[src/rtl/irq_pkg.sv]
package irq_pkg;
  typedef enum logic [1:0] {
    ST_IDLE     = 2'b00,
    ST_PEND     = 2'b01,
    ST_ACT      = 2'b10,
    ST_PEND_ACT = 2'b11
  } src_state_e;

  // a beats b when its priority value is smaller, or equal with a lower index
  function automatic logic outranks(int unsigned pa, int unsigned ia,
                                    int unsigned pb, int unsigned ib);
    return (pa < pb) || ((pa == pb) && (ia < ib));
  endfunction
endpackage

[src/rtl/irq_sync.sv]
module irq_sync #(
  parameter int NSRC   = 4,
  parameter int STAGES = 2
) (
  input  logic            clk,
  input  logic            rst,
  input  logic [NSRC-1:0] raw,
  output logic [NSRC-1:0] lvl,
  output logic [NSRC-1:0] rise
);
  for (genvar g = 0; g < NSRC; g++) begin : g_src
    logic [STAGES-1:0] sh;
    logic              prev;
    always_ff @(posedge clk) begin
      if (rst) begin
        sh   <= '0;
        prev <= 1'b0;
      end else begin
        sh   <= {sh[STAGES-2:0], raw[g]};
        prev <= sh[STAGES-1];
      end
    end
    assign lvl[g]  = sh[STAGES-1];
    assign rise[g] = sh[STAGES-1] & ~prev;
  end
endmodule

[src/rtl/irq_src_state.sv]
module irq_src_state (
  input  logic                   clk,
  input  logic                   rst,
  input  logic                   is_pulse,
  input  logic                   lvl,
  input  logic                   rise,
  input  logic                   take,
  input  logic                   ret,
  output logic                   pend,
  output logic                   act,
  output irq_pkg::src_state_e    st
);
  logic evt;
  assign evt = is_pulse ? rise : (lvl & ~act);

  always_ff @(posedge clk) begin
    if (rst) begin
      pend <= 1'b0;
      act  <= 1'b0;
    end else if (take) begin
      act  <= 1'b1;
      pend <= is_pulse & rise;
    end else if (ret) begin
      act  <= 1'b0;
      pend <= is_pulse ? (pend | rise) : lvl;
    end else begin
      pend <= pend | evt;
    end
  end

  assign st = irq_pkg::src_state_e'({act, pend});
endmodule

[src/rtl/irq_arbiter.sv]
module irq_arbiter #(
  parameter int NSRC = 4,
  parameter int PW   = 2,
  parameter int IW   = 2
) (
  input  logic [NSRC-1:0]    pend,
  input  logic [NSRC-1:0]    act,
  input  logic [NSRC*PW-1:0] prio,
  output logic               valid,
  output logic [IW-1:0]      id
);
  logic          found;
  logic [PW-1:0] best_p;

  always_comb begin
    found  = 1'b0;
    best_p = '0;
    id     = '0;
    for (int i = 0; i < NSRC; i++) begin
      if (pend[i] && (!found ||
          irq_pkg::outranks(32'(prio[i*PW +: PW]), 32'(i), 32'(best_p), 32'(id)))) begin
        found  = 1'b1;
        best_p = prio[i*PW +: PW];
        id     = IW'(i);
      end
    end
    valid = found & ~|act;
  end
endmodule

[src/rtl/irq_state_ctrl.sv]
module irq_state_ctrl #(
  parameter int NSRC   = 4,
  parameter int PW     = 2,
  parameter int STAGES = 2,
  localparam int IW    = (NSRC > 1) ? $clog2(NSRC) : 1
) (
  input  logic               clk,
  input  logic               rst,
  input  logic [NSRC-1:0]    irq_in,
  input  logic [NSRC-1:0]    src_is_pulse,
  input  logic [NSRC*PW-1:0] src_prio,
  output logic               req_valid_o,
  output logic [IW-1:0]      req_id_o,
  input  logic               ack_i,
  input  logic               eoi_i,
  input  logic [IW-1:0]      eoi_id_i,
  output logic [NSRC-1:0]    pend_o,
  output logic [NSRC-1:0]    act_o,
  output logic               err_o
);
  logic [NSRC-1:0]                 sync_lvl;
  logic [NSRC-1:0]                 sync_rise;
  logic [NSRC-1:0]                 take_vec;
  logic [NSRC-1:0]                 ret_vec;
  logic                            bad_eoi;
  irq_pkg::src_state_e [NSRC-1:0]  src_st;

  irq_sync #(.NSRC(NSRC), .STAGES(STAGES)) u_sync (
    .clk(clk), .rst(rst), .raw(irq_in), .lvl(sync_lvl), .rise(sync_rise)
  );

  irq_arbiter #(.NSRC(NSRC), .PW(PW), .IW(IW)) u_arb (
    .pend(pend_o), .act(act_o), .prio(src_prio),
    .valid(req_valid_o), .id(req_id_o)
  );

  for (genvar g = 0; g < NSRC; g++) begin : g_cell
    assign take_vec[g] = ack_i & req_valid_o & (req_id_o == IW'(g));
    assign ret_vec[g]  = eoi_i & (eoi_id_i == IW'(g)) & act_o[g];
    irq_src_state u_cell (
      .clk(clk), .rst(rst), .is_pulse(src_is_pulse[g]),
      .lvl(sync_lvl[g]), .rise(sync_rise[g]),
      .take(take_vec[g]), .ret(ret_vec[g]),
      .pend(pend_o[g]), .act(act_o[g]), .st(src_st[g])
    );
  end

  assign bad_eoi = eoi_i & ~|ret_vec;

  always_ff @(posedge clk) begin
    if (rst) err_o <= 1'b0;
    else if (bad_eoi) err_o <= 1'b1;
  end
endmodule

[config.mk]
export PLATFORM = sky130hd
export DESIGN_NAME = irq_state_ctrl
export DESIGN_NICKNAME = d
export VERILOG_FILES = /design/src/rtl/irq_pkg.sv /design/src/rtl/irq_sync.sv /design/src/rtl/irq_src_state.sv /design/src/rtl/irq_arbiter.sv /design/src/rtl/irq_state_ctrl.sv
export SDC_FILE = /design/constraint.sdc
export NUM_CORES = 1
export LEC_CHECK = 0
export CORE_MARGIN = 2
export CORE_UTILIZATION = 40
export DETAILED_ROUTE_END_ITERATION = 8
export DONT_BUFFER_PORTS = 1
export GPL_ROUTABILITY_DRIVEN = 0
export PLACE_DENSITY_LB_ADDON = 0.12
export SLEW_MARGIN = 20
export SYNTH_ARGS = -nofsm -noshare
export SYNTH_HDL_FRONTEND = slang
export SYNTH_SLANG_ARGS = --single-unit
[constraint.sdc]
create_clock -name clk -period 5.3 [get_ports clk]
set_input_delay 0.53 -clock clk [delete_from_list [all_inputs] [get_ports clk]]
set_output_delay 0.53 -clock clk [all_outputs]
set_load 0.01 [all_outputs]
==> flow_metrics.env <==
export IMPL_crit_fanout=8
export IMPL_seqPwrFrac_pct=59.2
export IMPL_cts_hold_buf=0
export IMPL_report_final_slew_viol_count=0
export IMPL_p_leak_nw=0.4422
export IMPL_clkPwrFrac_pct=25.3
export IMPL_ys_seq_elements=21
export IMPL_firstDrtPassIters=4
export IMPL_hp_class="primary input to register"
export IMPL_dieWidth_um=59.06
export IMPL_diodes=0
export IMPL_worstSkewPairLatency_ns=0.29
export IMPL_postRouteAntennaNets=0
export IMPL_outcome="completed"
export IMPL_synth_edf_count=0
export IMPL_fin_crit_ns=4.822
export IMPL_tightest_slew_ns=0.4652
export IMPL_fin_worst_skew_ns=0.003640
export IMPL_die_area_um2=3487
export IMPL_overflow=0
export IMPL_drt_iter0_drc=34
export IMPL_yosys_area_top_type_share_pct=34.67
export IMPL_dpl_hpwl_mm=1.863
export IMPL_arrival_ns=4.29
export IMPL_finalHoldViolCount=0
export IMPL_cts_sinks=21
export IMPL_synth_common_cells="21 x dfxtp_1, 14 x nand2_1, 13 x nor2b_1"
export IMPL_fin_nets=153
export IMPL_power_uw=295.6
export IMPL_critPathLaunchType="register"
export IMPL_rows=19
export IMPL_h_tree_depth=1
export IMPL_yosys_area_top_type="dfxtp_1"
export IMPL_grt_pass1_vias=817
export IMPL_antenna_found_initial=0
export IMPL_end_kind="output pin"
export IMPL_powerDensity_nw_per_um2=246.6
export IMPL_required_ns=4.77
export IMPL_vias_per_cell=5.753
export IMPL_wl_per_cell_um=15.10
export IMPL_area_growth_pct=-1.135
export IMPL_avgSynthCellArea_um2=9.048
export IMPL_cts_buffer_depth=2
export IMPL_synthArstFlopShare_pct=0
export IMPL_io_buffers=0
export IMPL_slew_headroom_pct=68.92
export IMPL_rsz0062_at_grt="false"
export IMPL_coreArea_um2=2829
export IMPL_p_switching_uw=79.65
export IMPL_p_int_uw=216.0
export IMPL_synth_most_common_cell="dfxtp_1"
export IMPL_drive_gt1_share_pct=10.24
export IMPL_syn_area_um2=1212
export IMPL_cts_root_buf="clkbuf_4"
export IMPL_ys_seq_area_share_pct=34.67
export IMPL_hold_worst_slack_ns=0.2875
export IMPL_numCtsBuffers=3
export IMPL_vias=909
export IMPL_synth_fp_nets=159
export IMPL_worstSetupPathType="register to output pin"
export IMPL_cts_tree="done"
export IMPL_setup_violations=0
export IMPL_cts_resized=0
export IMPL_fmax_ghz=0.2074
export IMPL_synthCells=134
export IMPL_grt_max_degree=21
export IMPL_gr_usage_all_layers_pct=14.81
export IMPL_final_seq_area_um2=420.4
export IMPL_period_share_pct=90.98
export IMPL_synth_area_leaders="dfxtp_1 35%, nor2b_1 6.7%, buf_4 5.0%"
export IMPL_initial_core_util_pct=42.86
export IMPL_grt_pass1_wl_mm=3.843
export IMPL_switching_share_pct=26.94
export IMPL_wl_mm=2.386
export IMPL_die_y_um=59.06
export IMPL_yosysWarnings=0
export IMPL_synth_ff_type="dfxtp_1"
export IMPL_synth_cell_types=41
export IMPL_ir_drop_mv=0.1421
export IMPL_ios=34
export IMPL_drv_cap=0
export IMPL_clk_pin_slew_ns=0.11
export IMPL_drc=0
export IMPL_multi_input_area_um2=683.2
export IMPL_postCtsSetupBuffers=0
export IMPL_fill_cells=302
export IMPL_power_frac_comb_pct=15.5
export IMPL_setup_tns_final_ns=0
## kinds of logic after synthesis
logic type,share of synthesized area [%]
compound gates,26.32
fa+ha+maj,3.096
buf+inv,8.979
flops,34.67
mux,5.263
simple gates,21.67
## worst paths after layout
path / from / endpoint / slack, ns / cells past startpoint
min: rst / u_sync.g_src[3].prev$_SDFF_PP0_ / 0.29 / 1
max reg2reg: g_cell[0].u_cell.pend$_SDFF_PP0_ / g_cell[2].u_cell.act$_SDFFE_PP0P_ / 1.13 / 16
min reg2reg: u_sync.g_src[1].sh[0]$_SDFF_PP0_ / u_sync.g_src[1].sh[1]$_SDFF_PP0_ / 0.45 / 1
max: g_cell[0].u_cell.pend$_SDFF_PP0_ / req_id_o[0] / 0.48 / 16
## metal layers
layer	vias to the layer above	global-route usage, %	routed length [um]
met5	-	0	0
met3	2	5.895	212
met1	409	18.48	1117
met2	33	22.38	1038
li1	465	-	-
met4	0	6.818	17
## layout make-up
cell class	instances	share of cell area, %
Clock buffer	4	2.192
Inverter	8	2.505
Multi-Input combinational cell	94	56.99
Sequential cell	21	35.07
Tap cell	31	3.236
## state kept, by name (all words and copies together) (netlist names)
register            cells
u_sync.g_src.sh         8
g_cell.u_cell.act       4
g_cell.u_cell.pend      4
u_sync.g_src.prev       4
err_o                   1
## metrics by stage
| stage | instance area, um2 | instances | util (%) | worst slack, ns |
|---|---|---|---|---|
| after floorplan | 1212 | 134 | - | 1.223 |
| after global placement | 1172 | 154 | 41.44 | 0.8125 |
| after detailed placement | 1172 | 154 | 41.44 | 0.8028 |
| after CTS | 1199 | 158 | 42.37 | 0.4310 |
| after global routing | 1199 | 158 | 42.37 | 0.1272 |
| final | 1199 | 158 | 42.37 | 0.4783 |
## power by group through the flow
stage / Clock [mW] / Combinational (mW) / Sequential, mW
global placement: 0 / 0.0460 / 0.179
global route: 0.0871 / 0.0521 / 0.176
CTS: 0.0789 / 0.0466 / 0.175
finish: 0.0747 / 0.0459 / 0.175
detailed placement: 0 / 0.0463 / 0.179
floorplan: 0 / 0.0478 / 0.174
## layout by cell type (no fill, tap or decap), types with 2 or more instances in the layout
master / n
nor2_1: 5
o21ai_0: 3
nand2b_1: 2
a311oi_1: 3
a32o_1: 2
o22ai_1: 2
nand3_1: 3
o31a_1: 3
clkbuf_4: 3
a21oi_1: 7
and3_1: 2
nand2_1: 14
and2_1: 2
o21a_1: 2
dfxtp_1: 21
or2_1: 2
inv_1: 8
nand3b_1: 3
nor2b_1: 13
o21ai_1: 3
mux2i_1: 3
ha_1: 3
## worst max-delay path, cell delays in order (launching register included)
cell	delay [ns]
dfxtp_1	0.56
nand2_1	0.12
ha_1	0.31
a21oi_1	0.06
o21ai_1	0.37
mux2_2	0.41
ha_1	0.31
o22ai_1	0.10
and2_1	0.20
or2_1	0.34
o21a_1	0.23
ha_1	0.19
nor2_1	0.08
nand2_1	0.06
a31o_1	0.25
o21a_1	0.24
o21ai_1	0.17
Note: power is estimated with default switching activity, not from simulation.
